[src/rtl/shf_pkg.sv]
package shf_pkg;
  typedef enum logic [2:0] {
    SK_LSL = 3'd0,
    SK_LSR = 3'd1,
    SK_ASR = 3'd2,
    SK_ROR = 3'd3,
    SK_RRX = 3'd4
  } shift_kind_e;
endpackage

[src/rtl/shf_bitrev.sv]
module shf_bitrev #(
  parameter int DW = 32
) (
  input  logic [DW-1:0] din,
  input  logic          en,
  output logic [DW-1:0] dout
);
  logic [DW-1:0] flipped;

  for (genvar i = 0; i < DW; i++) begin : g_flip
    assign flipped[i] = din[DW-1-i];
  end

  assign dout = en ? flipped : din;
endmodule

[src/rtl/shf_stage.sv]
// One row of 2:1 muxes: moves the word right by DIST when sel is high.
module shf_stage #(
  parameter int DW   = 32,
  parameter int DIST = 1
) (
  input  logic [DW-1:0] din,
  input  logic          gin,
  input  logic          sel,
  input  logic          rot,
  input  logic          fill,
  output logic [DW-1:0] dout,
  output logic          gout
);
  logic [DIST-1:0] top_bits;

  always_comb begin
    if (rot) top_bits = din[DIST-1:0];
    else     top_bits = {DIST{fill}};
  end

  assign dout = sel ? {top_bits, din[DW-1:DIST]} : din;
  // guard bit keeps the last bit that left position 0
  assign gout = sel ? din[DIST-1] : gin;
endmodule

[src/rtl/shf_core.sv]
module shf_core
  import shf_pkg::*;
#(
  parameter int DW = 32,
  parameter int AW = $clog2(DW)
) (
  input  logic [DW-1:0] data,
  input  logic [2:0]    kind,
  input  logic [AW-1:0] amt,
  input  logic          cin,
  output logic [DW-1:0] res,
  output logic          cout
);
  localparam int NSTG = AW;

  shift_kind_e   k;
  logic          is_left;
  logic          rot;
  logic          fill;
  logic [AW-1:0] eff_amt;
  logic [DW-1:0] pre;
  logic [NSTG:0][DW-1:0] w;
  logic [NSTG:0]         g;

  always_comb begin
    k       = shift_kind_e'(kind);
    is_left = (k == SK_LSL);
    rot     = (k == SK_ROR);
    fill    = 1'b0;
    eff_amt = amt;
    case (k)
      SK_ASR:  fill = data[DW-1];
      SK_RRX: begin
        fill    = cin;
        eff_amt = AW'(1);
      end
      SK_LSL, SK_LSR, SK_ROR: ;
      default: eff_amt = '0;
    endcase
  end

  shf_bitrev #(.DW(DW)) u_rev_in (
    .din (data),
    .en  (is_left),
    .dout(pre)
  );

  assign w[0] = pre;
  assign g[0] = cin;

  for (genvar s = 0; s < NSTG; s++) begin : g_stage
    shf_stage #(.DW(DW), .DIST(1 << s)) u_stage (
      .din (w[s]),
      .gin (g[s]),
      .sel (eff_amt[s]),
      .rot (rot),
      .fill(fill),
      .dout(w[s+1]),
      .gout(g[s+1])
    );
  end

  shf_bitrev #(.DW(DW)) u_rev_out (
    .din (w[NSTG]),
    .en  (is_left),
    .dout(res)
  );

  assign cout = g[NSTG];
endmodule

[src/rtl/shf_operand.sv]
module shf_operand #(
  parameter int DW      = 32,
  parameter int AW      = $clog2(DW),
  parameter bit OUT_REG = 1'b1
) (
  input  logic          clk,
  input  logic          rst,
  input  logic [DW-1:0] in_data,
  input  logic [2:0]    in_kind,
  input  logic [AW-1:0] in_amt,
  input  logic          in_carry,
  output logic [DW-1:0] out_data,
  output logic          out_carry
);
  logic [DW-1:0] c_data;
  logic          c_carry;

  shf_core #(.DW(DW), .AW(AW)) u_core (
    .data(in_data),
    .kind(in_kind),
    .amt (in_amt),
    .cin (in_carry),
    .res (c_data),
    .cout(c_carry)
  );

  if (OUT_REG) begin : g_reg
    always_ff @(posedge clk) begin
      if (rst) begin
        out_data  <= '0;
        out_carry <= 1'b0;
      end else begin
        out_data  <= c_data;
        out_carry <= c_carry;
      end
    end
  end else begin : g_comb
    assign out_data  = c_data;
    assign out_carry = c_carry;
  end
endmodule

[config.mk]
export PLATFORM = sky130hd
export DESIGN_NAME = shf_operand
export DESIGN_NICKNAME = d
export VERILOG_FILES = /design/src/rtl/shf_pkg.sv /design/src/rtl/shf_bitrev.sv /design/src/rtl/shf_stage.sv /design/src/rtl/shf_core.sv /design/src/rtl/shf_operand.sv
export SDC_FILE = /design/constraint.sdc
export NUM_CORES = 1
export LEC_CHECK = 0
export ABC_AREA = 1
export ABC_CLOCK_PERIOD_IN_PS = 4040
export CAP_MARGIN = 20
export CORE_MARGIN = 10
export CORE_UTILIZATION = 50
export DETAILED_ROUTE_END_ITERATION = 16
export PLACE_DENSITY_LB_ADDON = 0.25
export SLEW_MARGIN = 20
export SYNTH_ARGS = -nofsm -noshare
export SYNTH_HDL_FRONTEND = slang
export SYNTH_SLANG_ARGS = --single-unit
[constraint.sdc]
create_clock -name clk -period 4.04 [get_ports clk]
set_input_delay 1.212 -clock clk [delete_from_list [all_inputs] [get_ports clk]]
set_output_delay 1.212 -clock clk [all_outputs]
set_load 0.1 [all_outputs]
==> flow_summary_export.csv, run 1 <==
group,metric,value,unit
status,run_status,"finished clean",
synth,ys_seq_area_share,16.64,%
cells_and_area,area_delta_synth_final,21.77,%
synth,synth.top_cell.area_share,38.06,%
grt,grt_use_total,25.81,%
routing,first_pass_iters,6,
timing,setup_violations,0,
clock_tree,cts-htree-levels,2,
timing,slew_viol_final,0,
synth,avgSynthCellArea,5.184,µm²
cells_and_area,antennaDiodeCount,0,
routing,avgRoutedWirePerCell,16.73,µm
min_path,worstHoldEndpoint,"out_data[3]",
synth,synth_edf_count,0,
floorplanning,start_util,51.39,%
routing,num_vias,5405,
worst_setup_path,crit_path_frequent_cell,"nand2_1",
power,total_power,1.601,mW
power,power_density,331.1,nW/µm²
placement,dp_slack,320.6,ps
synth,synth_fp_nets,809,
synth,netlist_instances,766,
power,p_leak,2.420,nW
worst_setup_path,critPathRequiredTime,4230,ps
grt,use_met1,30.55,%
power,power_switching,789.2,µW
worst_setup_path,crit_buf_inv,3,
synth,synthArstFlopShare,0,%
clock_tree,cts_setup_buffers,0,
synth,yosysWarningCount,0,
placement,portBuffers,75,
clock_tree,cts_hold_buf,0,
placement,place_congestion,1.010,
worst_setup_path,cp_top_family,"simple AND/OR/NAND/NOR gates",
cells_and_area,fin_cells,916,
worst_setup_path,critPathKind,"input pin to flop",
timing,hold_violations,0,
cells_and_area,fin_area,4836,µm²
synth,synth_area_leaders,"nand3_1, nand2_1, dfxtp_1",
floorplanning,die_h,109.1,µm
min_path,hp-start,"rst",
clock_tree,cts_buffers,5,
placement,postPlaceCellArea,4720,µm²
floorplanning,num_io_pins,76,
clock_tree,clk_pin_slew,70,ps
power,swShare,49.29,%
grt,grt_util_met3,6.254,%
floorplanning,row_count,32,
synth,synthMostInstantiatedCell,"nand3_1",
routing,totalWireLength,15320,µm
timing,relSlewSlack,33.32,%
worst_setup_path,end_kind,"flop",
min_path,hp-class,"input pin to flop",
floorplanning,fp.coreArea,7727,µm²
min_path,min_path_cells,2,
routing,drtAntennaViolNets,0,
synth,yosysTopAreaCell,"nand3_1",
cells_and_area,nets,856,
power,pwr-share-comb,56.5,%
floorplanning,die_area,11910,µm²
timing,period_minus_slack,3514,ps
clock_tree,cts_tree,"built",
power,peakVddDrop,0.2931,mV
timing,setup_ws,526.3,ps
routing,viasPerCell,5.901,
worst_setup_path,crit_path_cell_trace,"clkdlybuf4s50_1, buf_4, nor2_8, buf_4, nand3_1, nand2_1, nand2_1, nand2_1, nand2_1, nand3_1, nand3_1, nand3_1, nand2_1, nand3_1, nand2_1, nor2_1",
grt,grt_max_degree,37,
grt,grt_pass1_vias,5204,
grt,overflow,0,
synth,synth.top_cells.by_count,"nand3_1, nand2_1, nor2_1",
worst_setup_path,cpPeakStageDelay,540,ps
timing,post-route-period-util,86.97,%
synth,netlist_area,3971,µm²
placement,dp_cells,908,
cells_and_area,final_layout_size_suffix_gt1_share,4.300,%
clock_tree,cts.sink_count,33,
grt,top_usage_layer,"met2",
clock_tree,clock_path_buffers,2,
cells_and_area,fin_util,62.58,%
run,timing.max_cap.violations,0,
synth,synthFlopType,"dfxtp_1",
grt,grt_use_met2,45.42,%
worst_setup_path,crit_path_start_kind,"input pin",
clock_tree,cts_root_buffer,"clkbuf_8",
clock_tree,cts_resized,0,
timing,fmax,284.6,MHz
timing,setup_tns,0,ps
worst_setup_path,crit_path_start,"in_kind[2]",
timing,holdWs,1749,ps
power,clkPwrFrac,20.1,%
routing,drtIter0Drc,502,
power,p_int,811.8,µW
worst_setup_path,cp.arrival,3700,ps
routing,drc,0,
synth,ys_types,22,
worst_setup_path,cp_slowest_cell,"clkdlybuf4s50_1",
grt,antenna_found_initial,0,
worst_setup_path,worst-path-stages,16,
power,p_seq_share,23.4,%
floorplanning,die_w,109.1,µm
timing,rsz0062_at_grt,"false",
grt,grt_pass1_wl,25220,µm
worst_setup_path,crit_fanout,29,
placement,dpl.hpwl,12190,µm
synth,synth-seq-cells,33,
timing,tightestPinTransition,997.1,ps
per-layer routing:
metal	vias up	share of wire (%)	wire length, µm
met1	2484	41	6270
li1	2653	-	-
met4	0	1.8	273
met3	30	7.7	1187
met5	-	0	0
met2	238	50	7591
final cells by class:
cell class / instances / area (µm²)
Multi-Input combinational cell: 647 / 2918
Fill cell: 785 / 2892
Timing Repair Buffer: 90 / 875.8
Sequential cell: 33 / 660.6
Inverter: 36 / 137.6
Tap cell: 102 / 127.6
Clock buffer: 7 / 86.33
Clock inverter: 1 / 30.03
layout by cell type (no fill, tap or decap), types with 2 or more instances in the layout:
| master | instances |
|---|---|
| clkbuf_8 | 6 |
| nand3_1 | 302 |
| nand2_1 | 262 |
| clkinv_1 | 2 |
| nor2_1 | 43 |
| clkdlybuf4s50_1 | 75 |
| nand2_4 | 2 |
| inv_2 | 3 |
| inv_1 | 30 |
| dfxtp_1 | 33 |
| nor2_2 | 4 |
| nand3b_1 | 7 |
| nand4_1 | 5 |
| nand2_2 | 2 |
| buf_4 | 14 |
| a21oi_1 | 17 |
power groups by stage:
| stage | Clock [mW] | Combinational [mW] | Sequential [mW] |
|---|---|---|---|
| finish | 0.322 | 0.904 | 0.374 |
| global route | 0.338 | 0.977 | 0.378 |
| CTS | 0.326 | 0.896 | 0.375 |
| detailed placement | 0 | 0.893 | 0.382 |
| global placement | 0 | 0.883 | 0.380 |
| floorplan | 0 | 0.393 | 0.649 |
registers in the layout (all words and copies together), names as in the netlist:
signal and cells:
out_data 32, out_carry 1
logic make-up after synthesis:
family / after synthesis / share of synthesized area (%)
flip-flops: 33 / 16.64
AND/OR/NAND/NOR: 628 / 71.01
AO/OA/AOI/OAI: 19 / 2.457
buffers and inverters: 86 / 9.893
how the worst max path moves through the flow:
stage	to	slack, ps
2_1_floorplan	out_data[23]	1420
3_3_place_gp	out_data[7]	380
3_5_place_dp	out_data[7]	320
4_1_cts	out_data[7]	610
5_1_grt	out_data[21]	270
6_report	out_data[7]	530
No activity file was read; power rests on OpenSTA's default activity.
==> run 2, diff against run 1 <==
RECOVER_POWER = 50   (was not set)
==> flow_summary_export.csv, run 2 (synthesis gave the netlist of run 1 again) <==
group,metric,value,unit
timing,holdWs,1766,ps
cells_and_area,layout_common_cells,"nand3_1, nand2_1, nor2_1, clkdlybuf4s50_1",
clock_tree,cts_tree,"built",
run,timing.max_cap.violations,0,
clock_tree,cts_hold_buf,0,
floorplanning,num_io_pins,76,
cells_and_area,reg.largest.list,"out_data x32, out_carry x1",
routing,avgRoutedWirePerCell,16.72,µm
min_path,hp-class,"input pin to flop",
floorplanning,start_util,51.39,%
grt,grt_max_degree,37,
clock_tree,clock_path_buffers,2,
power,p_leak,2.487,nW
cells_and_area,fin_cells,916,
cells_and_area,fin_util,62.58,%
placement,portBuffers,75,
cells_and_area,final_layout_size_suffix_gt1_share,4.300,%
cells_and_area,multi_input_area,2918,µm²
timing,relSlewSlack,32.57,%
cells_and_area,antennaDiodeCount,0,
placement,dp_slack,320.6,ps
power,p_int,798.4,µW
power,swShare,49.62,%
routing,drtIter0Drc,525,
placement,place_congestion,1.010,
routing,first_pass_iters,5,
clock_tree,cts-htree-levels,2,
cells_and_area,area_delta_synth_final,21.77,%
worst_setup_path,critPathKind,"input pin to flop",
routing,viasPerCell,5.913,
status,run_status,"finished clean",
cells_and_area,nets,856,
floorplanning,die_h,109.1,µm
timing,fmax,284.3,MHz
clock_tree,cts_resized,0,
timing,setup_ws,522.9,ps
placement,dpl.hpwl,12190,µm
clock_tree,clk_pin_slew,70,ps
floorplanning,fp.coreArea,7727,µm²
grt,grt_use_total,25.81,%
power,power_density,327.7,nW/µm²
grt,grt_pass1_wl,25220,µm
timing,hold_violations,0,
timing,slew_viol_final,0,
timing,setup_tns,0,ps
cells_and_area,regMostFlops,"out_data",
worst_setup_path,cp.arrival,3710,ps
clock_tree,cts_buffers,5,
timing,post-route-period-util,87.06,%
timing,period_minus_slack,3517,ps
power,pwr-share-comb,56.2,%
floorplanning,die_area,11910,µm²
power,clkPwrFrac,20.3,%
worst_setup_path,critPathRequiredTime,4230,ps
power,peakVddDrop,0.2923,mV
floorplanning,row_count,32,
timing,rsz0062_at_grt,"false",
floorplanning,die_w,109.1,µm
grt,antenna_found_initial,0,
clock_tree,cts_setup_buffers,0,
timing,setup_violations,0,
worst_setup_path,end_kind,"flop",
worst_setup_path,crit_fanout,29,
routing,drtAntennaViolNets,0,
timing,tightestPinTransition,1008,ps
clock_tree,cts_root_buffer,"clkbuf_8",
routing,num_vias,5416,
routing,totalWireLength,15310,µm
grt,grt_pass1_vias,5204,
routing,drc,0,
cells_and_area,fillCellCount,785,
power,power_switching,786.5,µW
worst_setup_path,crit_path_start_kind,"input pin",
grt,overflow,0,
cells_and_area,seq_area,660.6,µm²
cells_and_area,largest_register_ffs,32,
cells_and_area,layout_commonest_cell,"nand3_1",
clock_tree,cts.sink_count,33,
power,p_seq_share,23.5,%
placement,dp_cells,908,
run 2: changes by cell type in the layout (fill, tap and decap cells not counted):
cell,before,now
clkdlybuf4s50_1,75,42
dlygate4sd3_1,0,33
run 2: area by class of cell:
| type | instances | share of cell area, % |
|---|---|---|
| clock inverter | 1 | 0.6210 |
| multi-input combinational | 647 | 60.34 |
| sequential | 33 | 13.66 |
| inverter | 36 | 2.846 |
| timing repair buffer | 90 | 18.11 |
| clock buffer | 7 | 1.785 |
| tap | 102 | 2.639 |
run 2: worst paths after layout:
path | from | endpoint | depth (start not counted)
hold / removal | rst | out_data[3] | 2
setup / recovery | in_kind[2] | out_data[7] | 16
run 2: metal layers:
layer  routed length, µm  up-vias  global-route usage, %  share of wire [%]
met2                7548      247                  45.42                 49
li1                    -     2655                      -                  -
met5                   0        -                      0                  0
met1                6124     2476                  30.55                 40
met4                 320        0                  6.685                2.1
met3                1319       38                  6.254                8.6
run 2: critical path, stage by stage:
cell and delay (ps):
clkdlybuf4s50_1 540, buf_4 230, nor2_8 130, buf_4 310, nand3_1 140, nand2_1 90, nand2_1 80, nand2_1 80
nand2_1 50, nand3_1 110, nand3_1 100, nand3_1 160, nand2_1 90, nand3_1 100, nand2_1 60, nor2_1 200
run 2: through the flow:
step / area (µm²) / total power, mW
2_1_floorplan: 3971 / 1.042
3_5_place_dp: 4720 / 1.275
3_3_place_gp: 4720 / 1.263
4_1_cts: 4836 / 1.596
5_1_grt: 4836 / 1.677
6_report: 4836 / 1.585
run 2: power by group through the flow:
stage | sequential, mW | combinational [mW] | clock [mW]
after floorplan | 0.649 | 0.393 | 0
after global placement | 0.380 | 0.883 | 0
after detailed placement | 0.382 | 0.893 | 0
after CTS | 0.375 | 0.896 | 0.326
after global routing | 0.375 | 0.964 | 0.338
final | 0.372 | 0.891 | 0.322
